### src/rtl/vmid_pkg.sv
package vmid_pkg;
    localparam int DEF_NUM_IDS = 16;
    localparam int DEF_PASID_W = 16;

    typedef enum logic [2:0] {
        OP_NONE,
        OP_CLEAR,
        OP_FREE_PASID,
        OP_FREE_VMID,
        OP_ALLOC
    } vmid_op_e;

    // Fixed priority: clear > release by PASID > release by id > allocate
    function automatic vmid_op_e pick_op(input logic clr, input logic fp,
                                         input logic fv, input logic al);
        if (clr)     return OP_CLEAR;
        else if (fp) return OP_FREE_PASID;
        else if (fv) return OP_FREE_VMID;
        else if (al) return OP_ALLOC;
        else         return OP_NONE;
    endfunction
endpackage

### src/rtl/vmid_lowest_free.sv
module vmid_lowest_free #(
    parameter int NUM_IDS = 16,
    localparam int ID_W = $clog2(NUM_IDS)
) (
    input  logic [NUM_IDS-1:0] used,
    output logic               found,
    output logic [ID_W-1:0]    idx
);
    logic [NUM_IDS-1:0] avail;

    // Identifier 0 is reserved and never offered
    always_comb begin
        avail    = ~used;
        avail[0] = 1'b0;
    end

    always_comb begin
        found = 1'b0;
        idx   = '0;
        for (int i = NUM_IDS - 1; i >= 1; i--) begin
            if (avail[i]) begin
                found = 1'b1;
                idx   = ID_W'(i);
            end
        end
    end
endmodule

### src/rtl/vmid_pasid_cam.sv
module vmid_pasid_cam #(
    parameter int NUM_IDS = 16,
    parameter int PASID_W = 16
) (
    input  logic [NUM_IDS-1:0]              live,
    input  logic [NUM_IDS-1:0][PASID_W-1:0] keys,
    input  logic [PASID_W-1:0]              probe,
    output logic [NUM_IDS-1:0]              hit
);
    for (genvar g = 0; g < NUM_IDS; g++) begin : g_cmp
        assign hit[g] = live[g] && (keys[g] == probe);
    end
endmodule

### src/rtl/vmid_alloc.sv
module vmid_alloc
    import vmid_pkg::*;
#(
    parameter int NUM_IDS = DEF_NUM_IDS,
    parameter int PASID_W = DEF_PASID_W,
    localparam int ID_W = $clog2(NUM_IDS)
) (
    input  logic               clk,
    input  logic               rst,
    input  logic               alloc_req,
    input  logic [PASID_W-1:0] alloc_pasid,
    input  logic               free_vmid_req,
    input  logic [ID_W-1:0]    free_vmid,
    input  logic               free_pasid_req,
    input  logic [PASID_W-1:0] free_pasid,
    input  logic               clear_all,
    output logic               rsp_valid,
    output logic               rsp_ok,
    output logic [ID_W-1:0]    rsp_vmid,
    output logic               pasid_miss,
    output logic [ID_W-1:0]    last_vmid
);
    logic [NUM_IDS-1:0]              used_q;
    logic [NUM_IDS-1:0]              assoc_q;
    logic [NUM_IDS-1:0][PASID_W-1:0] pasid_q;

    vmid_op_e           op;
    logic               have_free;
    logic [ID_W-1:0]    free_idx;
    logic [NUM_IDS-1:0] hit;
    logic               grant;

    assign op    = pick_op(clear_all, free_pasid_req, free_vmid_req, alloc_req);
    assign grant = (op == OP_ALLOC) && have_free;

    vmid_lowest_free #(.NUM_IDS(NUM_IDS)) u_pick (
        .used  (used_q),
        .found (have_free),
        .idx   (free_idx)
    );

    vmid_pasid_cam #(.NUM_IDS(NUM_IDS), .PASID_W(PASID_W)) u_cam (
        .live  (assoc_q),
        .keys  (pasid_q),
        .probe (free_pasid),
        .hit   (hit)
    );

    always_ff @(posedge clk) begin
        if (rst) begin
            used_q     <= '0;
            assoc_q    <= '0;
            pasid_q    <= '0;
            rsp_valid  <= 1'b0;
            rsp_ok     <= 1'b0;
            rsp_vmid   <= '0;
            pasid_miss <= 1'b0;
            last_vmid  <= '0;
        end else begin
            rsp_valid  <= alloc_req;
            rsp_ok     <= grant;
            rsp_vmid   <= grant ? free_idx : '0;
            pasid_miss <= (op == OP_FREE_PASID) && (hit == '0);
            unique case (op)
                OP_CLEAR: begin
                    used_q  <= '0;
                    assoc_q <= '0;
                end
                OP_FREE_PASID: begin
                    used_q  <= used_q & ~hit;
                    assoc_q <= assoc_q & ~hit;
                end
                OP_FREE_VMID: begin
                    if (free_vmid != '0) used_q[free_vmid] <= 1'b0;
                end
                OP_ALLOC: begin
                    if (have_free) begin
                        used_q[free_idx]  <= 1'b1;
                        assoc_q[free_idx] <= 1'b1;
                        pasid_q[free_idx] <= alloc_pasid;
                        last_vmid         <= free_idx;
                    end
                end
                default: ;
            endcase
        end
    end
endmodule

### config.mk
export PLATFORM = sky130hd
export DESIGN_NAME = vmid_alloc
export DESIGN_NICKNAME = d
export VERILOG_FILES = /design/src/rtl/vmid_pkg.sv /design/src/rtl/vmid_lowest_free.sv /design/src/rtl/vmid_pasid_cam.sv /design/src/rtl/vmid_alloc.sv
export SDC_FILE = /design/constraint.sdc
export NUM_CORES = 1
export LEC_CHECK = 0
export ABC_AREA = 1
export BUFFER_PORTS_ARGS = -buffer_cell sky130_fd_sc_hd__buf_2
export CAP_MARGIN = 0
export CORE_MARGIN = 2
export CORE_UTILIZATION = 40
export CTS_BUF_LIST = sky130_fd_sc_hd__clkbuf_4 sky130_fd_sc_hd__clkbuf_8 sky130_fd_sc_hd__clkbuf_16
export DETAILED_ROUTE_END_ITERATION = 10
export GPL_TIMING_DRIVEN = 0
export PLACE_DENSITY = 0.57
export SLEW_MARGIN = 20
export SYNTH_ARGS = -nofsm -noshare
export SYNTH_HDL_FRONTEND = slang
export SYNTH_SLANG_ARGS = --single-unit
export TNS_END_PERCENT = 100
### constraint.sdc
create_clock -name clk -period 1.9 [get_ports clk]
set_clock_uncertainty 0.15 [all_clocks]
set_input_delay 0.095 -clock clk [delete_from_list [all_inputs] [get_ports clk]]
set_output_delay 0.095 -clock clk [all_outputs]
set_load 0.005 [all_outputs]
Yosys cells after proc, flatten, opt, wreduce, memory -nomap -nowiden. Index checks and enable logic that the tools add are counted.

Order comparisons: 4. Equal/unequal tests: 22. Multiplexer cells: 46. Bitwise operators: 9. Reduce and logical (&&, ||, !) cells: 28.

Operators by type and width (number): $bwmux 256 (1); $eq 16x16->1 (16); $demux 16 s4 (1); $mux 16 (4); $pmux 16 s4 (1); $mux 4 (15); $and 16x16->16 (3); $not 16->16 (3); $pmux 16 s3 (1); $or 16x16->16 (2); $logic_and 1x1->1 (20); $mux 1 (17); $logic_not 16->1 (1); $mux 3 (4); $lt 4x5->1 const B (2); $demux 1 s4 (2); $ge 4x1->1 const B (2); $reduce_bool 4->1 (2); $eq 3x2->1 const B (2); $ne 2x2->1 const B (2); $reduce_and 2->1 (2); $eq 3x1->1 const B (1); $eq 3x3->1 const B (1); $reduce_and 3->1 (1); other kinds (3) (3).

Bits in registers: 299. Input port bits: 42. Output and inout port bits: 11.

Logic depth before layout (Yosys ltp).
Depth in word-level cells: 23. Mapped depth: 21.

Cells and area by module. From an unflattened synthesis, not the netlist that was laid out.

Cell total of the unflattened synthesis: 2550. Area total of the unflattened synthesis: 15852.7 um^2.

By module, submodules not included: vmid_alloc (times used 1, cells an instance 1592, area an instance 11583.6 um^2, sequential area each 5985.7 um^2); vmid_pasid_cam (times used 1, cells an instance 923, area an instance 4117.7 um^2, sequential area each 0.0 um^2); vmid_lowest_free (times used 1, cells an instance 35, area an instance 151.4 um^2, sequential area each 0.0 um^2).

Worst setup path after synthesis. No wires, ideal clock.

Path type: reg2reg. From: register used_q[4]. To: register pasid_q[18] in the netlist's numbering. Arrival: 1.798 ns. Path slack: -0.175 ns. Stages on the path, launching flop included: 12. Path buffers: 2. Clock period less this slack: 2.075 ns. Cell sequence: dfxtp_1 > inv_1 > nor4_2 > nand2_1 > nor3_2 > nor2_2 > buf_2 > nand2_2 > buf_2 > nor2_1 > a21oi_1 > nor2_1.

Longest elaborated chain between the ends: 10. Elaborated cells between the ends (all ways): 16. Those cells by class: order compare (2); mux (11); bitwise (1); reduce/logical (2).

Ends and longest elaborated chain: start: declaration (line vmid_alloc.sv:23) `logic [NUM_IDS-1:0] used_q;`; start signal: assignment (line vmid_alloc.sv:70) `used_q <= used_q & ~hit;`; $not 16->16 * (line vmid_lowest_free.sv:13) `avail = ~used;`; $mux 4 (4 in series) (line vmid_lowest_free.sv:21) `if (avail[i]) begin`; $lt 4x5->1 (implied by the code) / $ge 4x1->1 (equally long branches) (line vmid_alloc.sv:80) `pasid_q[free_idx] <= alloc_pasid;`; $logic_and 1x1->1 (implied by the code) (line vmid_alloc.sv:80); $mux 16 (implied by the code) (line vmid_alloc.sv:80); $demux 16 s4 (line vmid_alloc.sv:80); $bwmux 256 (line vmid_alloc.sv:80); end signal: indexed assignment (line vmid_alloc.sv:80); end: declaration (line vmid_alloc.sv:25) `logic [NUM_IDS-1:0][PASID_W-1:0] pasid_q;`.

Mark *: on every way between the ends. The rest lies on a longest branch, timed or not. A chain may end at the register's enable or synchronous reset.

Final worst setup path.
From: register used_q[15]. To: register pasid_q[194] in the netlist's numbering.

Longest elaborated chain between the ends: 21. Elaborated cells between the ends (all ways): 38. Those cells by class: order compare (2); mux (33); bitwise (1); reduce/logical (2).

Ends and longest elaborated chain (line): $not 16->16 * (vmid_lowest_free.sv:13); $mux 4 (15 in series) (vmid_lowest_free.sv:21); $lt 4x5->1 (implied by the code) / $ge 4x1->1 (equally long branches) (vmid_alloc.sv:80); $logic_and 1x1->1 (implied by the code) (vmid_alloc.sv:80); $mux 16 (implied by the code) (vmid_alloc.sv:80); $demux 16 s4 (vmid_alloc.sv:80); $bwmux 256 (vmid_alloc.sv:80).

Marks and branches as above.

==> metrics.cfg <==
[outcome]
status = finished with violations
violations = setup timing

[placement]
portBuffers = 24
dp_cells = 2814
gp_congestion = 0.953
placed_area_sq_um = 16400
dp_hpwl_mm = 39.9

[clock_network]
clockBufferDepth = 3
path_clk_slew_ns = 0.06
cts_buffers = 36
cts_root_buf = clkbuf_16
cts.htree.levels = 2
cts_tree = done
worstSkewPairLatency_ns = 0.55
cts_sinks = 298

[global_routing]
grtUsageTotal = 0.304
grt_antenna_before_repair = 0
overflow = 0
grt_first_pass_wirelength_mm = 88.4
grt_max_degree = 13
grt_pass1_vias = 14300

[critical_path]
critPathKind = reg2reg
critPathLaunchType = flop
cp.arrival_ns = 2.68
cp-startpoint = used_q[15]
max_stage_delay_ns = 0.35
r2r_slack_ns = -0.50
cp_common_cell = nand2_1
crit_slowest_cell = dfxtp_2
cp_max_fo = 6
endpoint_kind = flop
r2r_start = used_q[15]
worstPathCellList = inv_2 > nand2_2 > nand2_2 > nand2_2 > nand2_2 > nand2_1 > nand2_1 > nand2_1 > nand2_1 > nand2_1 > nand2_1 > nand2_1 > nand2_1 > nand2_2 > buf_6 > nand4_1 > nor2_4 > buf_12 > buf_8 > nand2_1 > nand2_1 > nor2_1
worstPathRequired_ns = 2.18

[sta]
grt_setup_unrepaired = yes
setup_viol = 281
final.min_clock_period_ns = 2.40
hold_viol_final = 0
layout_setup_ws_ns = -0.496
maxClockFrequency_ghz = 0.417
fin_crit_sh = 1.26
worst_pin_slew_ns = 1.05
timing.slew.headroom = 0.303
maxSlewViolCount = 0

[cells_and_area]
stdcell_area_sq_um = 19300
layout_common_cells = 536 x nor2_1, 405 x nand2_1, 286 x dfxtp_1
final_common_cell = nor2_1
layout-drive-gt1-share = 0.171
final_cell_count_no_fill = 2981
num-nets-final = 2495
diodes = 0
area_growth_pct = 26.2

[power_and_ir_drop]
power.density_nw_per_um2 = 758
p_total_uw = 14600
ir_drop_uv = 587
comb_power_share = 0.099
clkPwrFrac = 0.468
p_seq_frac = 0.433
leakage_uw = 0.00820
p_sw_uw = 3840
swShare = 0.262
p_int_uw = 10800

[yosys]
yosysSeqAreaShare = 0.390
ys_async_sr_fraction = 0
yosysWarnings = 0
synth.avg_cell_area_sq_um = 6.71
ys_seq_elements = 298
synth_cell_types = 33
synth_nets = 2321
synth_ff_type = dfxtp_1
synth_edf_count = 0
synth_cells = 2279
netlist_area_sq_um = 15300

[floorplan]
io_pins = 53
initial_core_util = 0.406
die_h_um = 200
core_area_sq_um = 37700
die_x_um = 200
die-area_sq_um = 39800
rows = 71

[drt]
wl_met2_mm = 27.5
vias_per_cell = 5.18
wl_met3_mm = 4.15
drt_iter0_markers = 1340
dr.pass1.iters = 5
wire_per_inst_um = 20.2
wl_met1_mm = 25.6
postRouteAntennaNets = 0
drc = 0
top_layer_used = met4
num_vias = 15400
drt_wl_total_mm = 60.3

[worst_hold_path]
min_from = alloc_pasid[9]
hold_class = in2reg

[run]
drv_cap = 0

[path summary, 6_finish.rpt]
| check | end | cells past startpoint |
|---|---|---|
| setup / recovery | pasid_q[194] | 22 |
| hold / removal | pasid_q[217] | 3 |
| setup reg to reg | pasid_q[194] | 22 |
| hold reg to reg | pasid_q[12] | 2 |
[what timing repair did]
action	in CTS	in global routing
resized for setup	160	95
hold buffers	20	0
setup buffers	55	17
pin swaps	33	30
cloned	19	3
setup endpoints to repair	281	281
hold endpoints to repair	93	0
[state kept, by name, summed over array words and instances, names as in the netlist]
signal / flops
used_q: 15
rsp_vmid: 4
assoc_q: 16
pasid_miss: 1
rsp_valid: 1
pasid_q: 256
last_vmid: 4
rsp_ok: 1
[kinds of logic after synthesis]
family | count (synthesis) | share of synthesized area
AOI/OAI and AO/OA | 214 | 0.0760
xor gates and xnor gates | 209 | 0.120
buffers and inverters | 362 | 0.0958
DFF | 298 | 0.390
and+or+nand+nor | 1196 | 0.319
[power by group through the flow]
stage          registers, uW  logic, uW  clock network [uW]
2_1_floorplan           6460        770                   0
3_3_place_gp            6470       1250                   0
3_5_place_dp            6470       1260                   0
4_1_cts                 6330       1390                6930
5_1_grt                 6340       1540                7130
6_report                6340       1450                6850
[cell usage after synthesis, types with 36 or more instances]
cell type / number / area share
dfxtp_1: 298 / 0.39
nor2_1: 562 / 0.14
buf_2: 67 / 0.022
nand3_1: 78 / 0.026
nand2_1: 448 / 0.11
a21oi_1: 126 / 0.041
clkbuf_1: 65 / 0.016
o21ai_0: 43 / 0.014
inv_1: 214 / 0.052
xnor2_1: 173 / 0.099
xor2_1: 36 / 0.021
nand4_1: 49 / 0.020
[metal layers]
| layer | GRT usage | vias to the layer above |
|---|---|---|
| li1 | - | 7403 |
| met1 | 0.394 | 7255 |
| met2 | 0.497 | 612 |
| met3 | 0.0400 | 159 |
| met4 | 0.154 | 0 |
| met5 | 0 | - |
[worst max-delay path, delay by kind of cell, from the launching register on]
family        cells  cell delay (ns)
simple gates     18             1.34
buf+inv           4             0.44
flops             1             0.35
[cell type report]
| type | instances | area, sq um |
|---|---|---|
| plain buffers | 143 | 1080 |
| clock buffers | 47 | 1030 |
| fillers | 3819 | 18400 |
| inverters | 219 | 855 |
| repair buffers | 136 | 1220 |
| well taps | 511 | 639 |
| clock inverters | 8 | 93.8 |
| multi-input cells | 1619 | 8400 |
| flip-flops and latches | 298 | 5980 |
[metrics by stage]
stage | worst slack (ns) | hold slack [ns] | utilization | TNS [ns]
global route | -0.650 | 0.0496 | 0.513 | -146.76
floorplan | -0.124 | 0.0696 | - | -17.64
finish | -0.496 | 0.0310 | 0.513 | -106.31
detailed placement | -1.29 | 0.179 | 0.435 | -160.26
CTS | -0.415 | 0.0117 | 0.500 | -90.25
global placement | -1.28 | 0.171 | 0.435 | -156.59
No activity file was read; power rests on OpenSTA's default activity.
